`config.mk`:
```
export PLATFORM = sky130hd
export DESIGN_NAME = pio_bus_seq
export DESIGN_NICKNAME = d
export VERILOG_FILES = /design/src/rtl/pio_pkg.sv /design/src/rtl/pio_decode.sv /design/src/rtl/pio_ctrl.sv /design/src/rtl/pio_datapath.sv /design/src/rtl/pio_bus_seq.sv
export SDC_FILE = /design/constraint.sdc
export NUM_CORES = 1
export LEC_CHECK = 0
export BUFFER_PORTS_ARGS = -buffer_cell sky130_fd_sc_hd__clkbuf_2
export CELL_PAD_IN_SITES_DETAIL_PLACEMENT = 1
export CELL_PAD_IN_SITES_GLOBAL_PLACEMENT = 2
export CORE_ASPECT_RATIO = 0.5
export CORE_MARGIN = 8
export CORE_UTILIZATION = 25
export CTS_BUF_LIST = sky130_fd_sc_hd__clkbuf_16
export DETAILED_ROUTE_END_ITERATION = 8
export GPL_TIMING_DRIVEN = 0
export HOLD_SLACK_MARGIN = 0.06
export PLACE_DENSITY_LB_ADDON = 0.1
export SETUP_SLACK_MARGIN = 0.1
export SLEW_MARGIN = 30
export SYNTH_ARGS = -nofsm -noshare
export SYNTH_HDL_FRONTEND = slang
export SYNTH_HIERARCHICAL = 1
export SYNTH_SLANG_ARGS = --single-unit
export TNS_END_PERCENT = 1
```
`constraint.sdc`:
```
create_clock -name clk -period 2 [get_ports clk]
set_input_delay 0.3 -clock clk [delete_from_list [all_inputs] [get_ports clk]]
set_output_delay 0.3 -clock clk [all_outputs]
set_load 0.03 [all_outputs]
```
`src/rtl/pio_pkg.sv`:
```
package pio_pkg;

    localparam int INSTR_W = 16;
    localparam int OPC_W   = 6;
    localparam int FN_W    = 4;
    localparam int DEV_W   = 6;
    localparam int ADDR_W  = FN_W + DEV_W;

    localparam logic [OPC_W-1:0] OPC_IN    = 6'o54;
    localparam logic [OPC_W-1:0] OPC_OUT   = 6'o74;
    localparam logic [OPC_W-1:0] OPC_SENSE = 6'o34;
    localparam logic [OPC_W-1:0] OPC_CTL   = 6'o14;

    typedef enum logic [2:0] {
        CLS_NONE, CLS_IN, CLS_OUT, CLS_SENSE, CLS_CTL, CLS_MASK
    } io_class_e;

    typedef enum logic [2:0] {
        ST_IDLE, ST_ADDR, ST_SAMPLE, ST_STROBE, ST_FINISH
    } seq_state_e;

    typedef struct packed {
        io_class_e         cls;
        logic              load_mode;
        logic [ADDR_W-1:0] addr;
    } io_cmd_t;

    // Classes whose outcome depends on the ready line
    function automatic logic needs_ready(io_class_e c);
        return (c == CLS_IN) || (c == CLS_OUT) || (c == CLS_SENSE);
    endfunction

    // Classes that emit a strobe once allowed to proceed
    function automatic logic has_strobe(io_class_e c);
        return (c != CLS_SENSE) && (c != CLS_NONE);
    endfunction

    // Classes that drive the accumulator onto the output bus
    function automatic logic drives_out(io_class_e c);
        return (c == CLS_OUT) || (c == CLS_MASK);
    endfunction

endpackage

```
`src/rtl/pio_decode.sv`:
```
module pio_decode
    import pio_pkg::*;
#(
    parameter logic [DEV_W-1:0] MASK_DEV = 6'o20
) (
    input  logic [INSTR_W-1:0] instr,
    output io_cmd_t            cmd,
    output logic               legal
);
    logic [OPC_W-1:0] opc;
    logic [DEV_W-1:0] dev;
    io_class_e        cls;

    assign opc = instr[INSTR_W-1 -: OPC_W];
    assign dev = instr[DEV_W-1:0];

    always_comb begin
        unique case (opc)
            OPC_IN:    cls = CLS_IN;
            OPC_OUT:   cls = (dev == MASK_DEV) ? CLS_MASK : CLS_OUT;
            OPC_SENSE: cls = CLS_SENSE;
            OPC_CTL:   cls = CLS_CTL;
            default:   cls = CLS_NONE;
        endcase
    end

    assign legal         = (cls != CLS_NONE);
    assign cmd.cls       = cls;
    assign cmd.load_mode = instr[ADDR_W-1];
    // An illegal word leaves the address bus untouched (zero)
    assign cmd.addr      = legal ? instr[ADDR_W-1:0] : '0;

endmodule

```
`src/rtl/pio_ctrl.sv`:
```
module pio_ctrl
    import pio_pkg::*;
(
    input  logic      clk,
    input  logic      rst,
    input  logic      start,
    input  logic      legal,
    input  io_class_e cls,
    input  logic      dev_ready,
    output logic      accept,
    output logic      busy,
    output logic      done,
    output logic      skip,
    output logic      illegal,
    output logic      ack_strobe,
    output logic      ctl_pulse,
    output logic      mask_pulse,
    output logic      acc_we,
    output logic      load_en
);
    seq_state_e state_q, state_d;
    logic       pass_q, pass_d;
    logic       ill_q, ill_d;
    logic       pass_now;

    assign accept   = (state_q == ST_IDLE) && start;
    assign pass_now = !needs_ready(cls) || dev_ready;

    always_comb begin
        state_d = state_q;
        pass_d  = pass_q;
        ill_d   = ill_q;
        unique case (state_q)
            ST_IDLE: begin
                if (start) begin
                    pass_d  = 1'b0;
                    ill_d   = !legal;
                    state_d = legal ? ST_ADDR : ST_FINISH;
                end
            end
            ST_ADDR:   state_d = ST_SAMPLE;
            ST_SAMPLE: begin
                pass_d  = pass_now;
                state_d = (pass_now && has_strobe(cls)) ? ST_STROBE : ST_FINISH;
            end
            ST_STROBE: state_d = ST_FINISH;
            ST_FINISH: begin
                ill_d   = 1'b0;
                state_d = ST_IDLE;
            end
            default:   state_d = ST_IDLE;
        endcase
    end

    always_ff @(posedge clk) begin
        if (rst) begin
            state_q <= ST_IDLE;
            pass_q  <= 1'b0;
            ill_q   <= 1'b0;
        end else begin
            state_q <= state_d;
            pass_q  <= pass_d;
            ill_q   <= ill_d;
        end
    end

    logic in_strobe;
    assign in_strobe  = (state_q == ST_STROBE);
    assign busy       = (state_q != ST_IDLE);
    assign done       = (state_q == ST_FINISH);
    assign illegal    = done && ill_q;
    assign skip       = done && !ill_q && pass_q && needs_ready(cls);
    assign acc_we     = done && !ill_q && pass_q && (cls == CLS_IN);
    assign ack_strobe = in_strobe && ((cls == CLS_IN) || (cls == CLS_OUT));
    assign ctl_pulse  = in_strobe && (cls == CLS_CTL);
    assign mask_pulse = in_strobe && (cls == CLS_MASK);
    assign load_en    = in_strobe && (cls == CLS_IN);

    // never more than one strobe line at once
    assert_one_strobe_R10: assert property (@(posedge clk) disable iff (rst)
        $onehot0({ack_strobe, ctl_pulse, mask_pulse}));
    // completion follows every strobe by one cycle
    assert_done_after_strobe_R10: assert property (@(posedge clk) disable iff (rst)
        (ack_strobe || ctl_pulse || mask_pulse) |=> done);
    // an illegal word writes nothing and never skips
    assert_illegal_quiet_R11: assert property (@(posedge clk) disable iff (rst)
        illegal |-> (!acc_we && !skip));
    // skip only ever appears on completion
    assert_skip_with_done_R6: assert property (@(posedge clk) disable iff (rst)
        skip |-> done);
    // control pulse never skips
    assert_ctl_no_skip_R8: assert property (@(posedge clk) disable iff (rst)
        ctl_pulse |=> !skip);
    // set mask never skips
    assert_mask_no_skip_R9: assert property (@(posedge clk) disable iff (rst)
        mask_pulse |=> !skip);
    // a new command is taken only from idle
    assert_no_restart_R12: assert property (@(posedge clk) disable iff (rst)
        (busy && !done) |=> busy);

endmodule

```
`src/rtl/pio_datapath.sv`:
```
module pio_datapath
    import pio_pkg::*;
#(
    parameter int DATA_W = 16
) (
    input  logic              clk,
    input  logic              rst,
    input  logic              accept,
    input  io_cmd_t           cmd_in,
    input  logic [DATA_W-1:0] acc_in,
    input  logic [DATA_W-1:0] in_bus,
    input  logic              load_en,
    input  logic              busy,
    output io_cmd_t           cmd_q,
    output logic [ADDR_W-1:0] addr_bus,
    output logic [DATA_W-1:0] out_bus,
    output logic [DATA_W-1:0] acc_out
);
    logic [DATA_W-1:0] acc_q;
    logic [DATA_W-1:0] merged;

    // Load mode replaces the accumulator, otherwise the bus is ORed in
    assign merged = cmd_q.load_mode ? in_bus : (acc_q | in_bus);

    always_ff @(posedge clk) begin
        if (rst) begin
            cmd_q <= '{cls: CLS_NONE, load_mode: 1'b0, addr: '0};
            acc_q <= '0;
        end else if (accept) begin
            cmd_q <= cmd_in;
            acc_q <= acc_in;
        end else if (load_en) begin
            acc_q <= merged;
        end
    end

    assign addr_bus = busy ? cmd_q.addr : '0;
    assign out_bus  = (busy && drives_out(cmd_q.cls)) ? acc_q : '0;
    assign acc_out  = acc_q;

    // address is held for the whole instruction
    assert_addr_stable_R1: assert property (@(posedge clk) disable iff (rst)
        (busy && $past(busy)) |-> $stable(addr_bus));
    // output bus is quiet when idle
    assert_out_idle_R5: assert property (@(posedge clk) disable iff (rst)
        !busy |-> (out_bus == '0));

endmodule

```
`src/rtl/pio_bus_seq.sv`:
```
module pio_bus_seq
    import pio_pkg::*;
#(
    parameter int               DATA_W   = 16,
    parameter logic [DEV_W-1:0] MASK_DEV = 6'o20
) (
    input  logic               clk,
    input  logic               rst,
    input  logic               start,
    input  logic [INSTR_W-1:0] instr,
    input  logic [DATA_W-1:0]  acc_in,
    input  logic               dev_ready,
    input  logic [DATA_W-1:0]  in_bus,
    output logic [ADDR_W-1:0]  addr_bus,
    output logic [DATA_W-1:0]  out_bus,
    output logic               ack_strobe,
    output logic               ctl_pulse,
    output logic               mask_pulse,
    output logic               master_clear,
    output logic [DATA_W-1:0]  acc_out,
    output logic               acc_we,
    output logic               skip,
    output logic               done,
    output logic               illegal,
    output logic               busy
);
    io_cmd_t cmd_dec, cmd_q;
    logic    legal, accept, load_en;

    pio_decode #(.MASK_DEV(MASK_DEV)) u_decode (
        .instr (instr),
        .cmd   (cmd_dec),
        .legal (legal)
    );

    pio_ctrl u_ctrl (
        .clk        (clk),
        .rst        (rst),
        .start      (start),
        .legal      (legal),
        .cls        (cmd_q.cls),
        .dev_ready  (dev_ready),
        .accept     (accept),
        .busy       (busy),
        .done       (done),
        .skip       (skip),
        .illegal    (illegal),
        .ack_strobe (ack_strobe),
        .ctl_pulse  (ctl_pulse),
        .mask_pulse (mask_pulse),
        .acc_we     (acc_we),
        .load_en    (load_en)
    );

    pio_datapath #(.DATA_W(DATA_W)) u_data (
        .clk      (clk),
        .rst      (rst),
        .accept   (accept),
        .cmd_in   (cmd_dec),
        .acc_in   (acc_in),
        .in_bus   (in_bus),
        .load_en  (load_en),
        .busy     (busy),
        .cmd_q    (cmd_q),
        .addr_bus (addr_bus),
        .out_bus  (out_bus),
        .acc_out  (acc_out)
    );

    logic mclr_q;
    always_ff @(posedge clk) mclr_q <= rst;
    assign master_clear = mclr_q;

    // devices see the clear line after a reset edge
    assert_mclr_R13: assert property (@(posedge clk) rst |=> master_clear);

endmodule

```
==> flow_summary_export.csv <==
group,metric,value,unit
yosys,synthTopCellsByCount,"dfxtp_1 (36), a21oi_1 (24), nand2_1 (23)",
power_and_ir_drop,seqPwrFrac,40.7,%
clocking,postCtsHoldBufs,0,
die,rows,24,
detailed_routing,drc,0,
setup_path,cp-startpoint,"u_data/cmd_q[13]",
die,coreArea,8558,µm²
power_and_ir_drop,p_int,1363,µW
place,gp_congestion,0.7458,
setup_path,crit_path_max_fanout,10,
yosys,synthAdderAreaFrac,0,%
finish,final_util,38.41,%
power_and_ir_drop,pwr-share-clk,39.0,%
grt,grt_pass1_vias,2467,
power_and_ir_drop,switching_share,28.79,%
finish,diodes,0,
detailed_routing,m1WireLength,3903,µm
die,num_io_pins,103,
clocking,clk_pin_slew_worst_paths,0.06,ns
detailed_routing,viasPerCell,4.641,
die,die_x,147.5,µm
setup_path,reg2regPathDepth,6,
finish,multi_input_area,1350,µm²
sta,slew_headroom,62.48,%
setup_path,crit_arrival,1.63,ns
power_and_ir_drop,p_comb_share,20.3,%
setup_path,crit_buf_inv,3,
detailed_routing,route.met3.wl,430,µm
setup_path,r2r_slack,0.20,ns
place,dpl-instance-area,2821,µm²
setup_path,r2r-end,"u_data/acc_out[0]",
detailed_routing,firstDrtPassIters,4,
clocking,clk_path_buf_depth,2,
yosys,syn_inst,253,
sta,fin_crit,1.930,ns
sta,hold_violations,0,
die,die_y,81.74,µm
outcome,status,"completed",
sta,hold_slack,0.2606,ns
detailed_routing,met2_length,3886,µm
finish,fillers,1045,
yosys,synth-compound-area-share,26.29,%
yosys,synth_mux_area_share,6.485,%
setup_path,cp.depth,5,
worst_hold_path,hold_class,"primary input to flop",
sta,worst_pin_slew,0.5629,ns
setup_path,cp_cell_sequence,"or3b_1, buf_6, buf_12, a21oi_4, buf_8",
place,post-dp-hpwl,6405,µm
yosys,synth_most_common_cell,"dfxtp_1",
finish,area_growth,52.11,%
die,die-area,12060,µm²
yosys,synth.net_count,305,
yosys,ys_dominant_reg_cell,"dfxtp_1",
yosys,yosys-top-cells-area,"dfxtp_1 (33%), a221oi_1 (6.5%), mux2i_1 (6.5%)",
yosys,seq_area_frac_synth,33.35,%
yosys,synth_top_cell_by_area,"dfxtp_1",
clocking,clock_latency,0.28,ns
setup_path,cpMaxStageDelayCell,"or3b_1",
setup_path,endpoint,"out_bus[7]",
yosys,synth_top_family_by_area,"compound AO/OA/AOI/OAI gates",
yosys,synth_simple_gate_area_share,24.67,%
yosys,netlist.area_leader.share,33.35,%
yosys,ys_ff_latch,36,
power_and_ir_drop,p_switching,551.0,µW
clocking,cts-root-buf,"clkbuf_16",
setup_path,cp_top_family,"buffers and inverters",
finish,regArea,735.7,µm²
setup_path,crit_path_max_incr_delay,0.38,ns
sta,skew,0.003481,ns
detailed_routing,drt_iter0_drc,60,
sta,setup_violations,0,
power_and_ir_drop,max-vdd-ir-drop,0.2621,mV
grt,grt_util_all_layers,13.87,%
finish,nets,421,
place,port_buffers,102,
yosys,yosysWarnings,6,
die,start_util,25.25,%
sta,post-route-period-util,96.50,%
grt,grt_max_degree,13,
power_and_ir_drop,cellPowerDensity,582.3,nW/µm²
yosys,synth_area,2161,µm²
sta,slew_violations,0,
detailed_routing,avgRoutedWirePerCell,17.03,µm
setup_path,critPathKind,"flop to output pin",
job,drv_cap,0,
setup_path,worstPathRequired,1.70,ns
detailed_routing,vias,2260,
yosys,synthXorXnorAreaFrac,0.4053,%
yosys,synth_cell_types,42,
yosys,ys_async_sr_fraction,0,%
finish,design_area,3287,µm²
clocking,cts_tree,"done",
yosys,synth_area_per_cell,8.541,µm²
power_and_ir_drop,leakagePower,0.001492,µW
finish,drive_gt1_share,48.92,%
sta,rsz0062_at_grt,"true",
setup_path,rr_startpoint,"u_data/cmd_q[12]",
clocking,cts.sinks,36,
detailed_routing,topRoutingLayerUsed,"met4",
yosys,synth_edf_count,0,
setup_path,cp-end-kind,"output pin",
setup_path,cp-start-kind,"flop",
detailed_routing,antenna_left,0,
sta,fmax,0.5182,GHz
grt,overflow,0,
finish,fin_cells,487,
clocking,cts_buffers,5,
clocking,htree_levels,2,
grt,grt_pass1_wl,13190,µm
grt,antenna_found_initial,0,
detailed_routing,wl,8292,µm
place,dp.cells,472,
## cells in the final DEF, fill, tap and decap left out, types with 9 or more instances in the layout
cell,n
a21oi_1,23
buf_4,13
clkbuf_2,88
nor2_1,17
and2_1,11
and2_2,10
nand2_1,22
a21bo_2,13
dfxtp_1,32
a221oi_1,16
inv_1,20
a21oi_4,10
buf_8,9
mux2i_1,14
## layout make-up
cell class              instances  share of cell area (%)
flip-flops and latches         36                   22.38
inverters                      18                   2.056
well taps                     117                   4.454
clock inverters                 3                  0.3426
multi-input cells             177                   41.07
clock buffers                   5                   3.807
repair buffers                109                   20.52
plain buffers                  22                   5.367
## worst min path at each step
stage | end | depth (start not counted) | start | slack (ns)
2_1_floorplan | master_clear | 0 | rst | 0.33
4_1_cts | u_data/acc_out[7] | 3 | acc_in[7] | 0.25
3_3_place_gp | u_data/cmd_q[9] | 2 | u_data/cmd_q[9] | 0.47
3_5_place_dp | u_data/cmd_q[6] | 2 | u_data/cmd_q[6] | 0.48
5_1_grt | u_data/acc_out[15] | 3 | acc_in[15] | 0.26
6_report | u_data/acc_out[7] | 3 | acc_in[7] | 0.26
## flip-flops by register name (all words and copies together) (netlist names)
name            count
master_clear        1
u_ctrl/state_q      3
u_ctrl/ill_q        1
u_data/acc_out     16
u_ctrl/pass_q       1
u_data/cmd_q       14
## per-layer routing
layer  vias up  track usage (%)
li1       1117                -
met1      1087            16.96
met2        52            23.50
met3         4            4.178
met4         0            4.238
met5         -                0
## power by group through the flow
stage | Sequential (µW) | Combinational, µW | Clock, µW
3_5_place_dp | 798 | 374 | 0
2_1_floorplan | 848 | 174 | 0
6_report | 778 | 389 | 747
4_1_cts | 779 | 386 | 778
5_1_grt | 784 | 424 | 814
3_3_place_gp | 797 | 365 | 0
## stage by stage
stage	setup TNS (ns)	setup slack [ns]	total power, µW
floorplan	-0.3704	-0.06370	1022
global placement	-2.686	-0.1585	1162
detailed placement	-4.024	-0.2066	1172
CTS	0	0.04292	1943
global route	0	0.02302	2022
finish	0	0.07009	1914
## timing repair
item	4_1_cts	5_1_grt
resized for setup	43	39
setup buffers	4	3
cloned	0	0
endpoints found under the setup margin	57	59
pin swaps	3	4
## logic make-up (layout without fill, tap and decap cells)
group                     count (synthesis)  in the layout
and+or+nand+nor                          88             88
AOI/OAI and AO/OA                        74             74
buffers and inverters                    40            157
DFF                                      36             36
muxes                                    14             14
xor gates and xnor gates                  1              1
## tightest hold or removal path: cells and delay by family
kind	cells	cell delay [ns]
buffers and inverters	2	0.12
AOI/OAI and AO/OA	1	0.06
(Power assumes the default switching activity.)
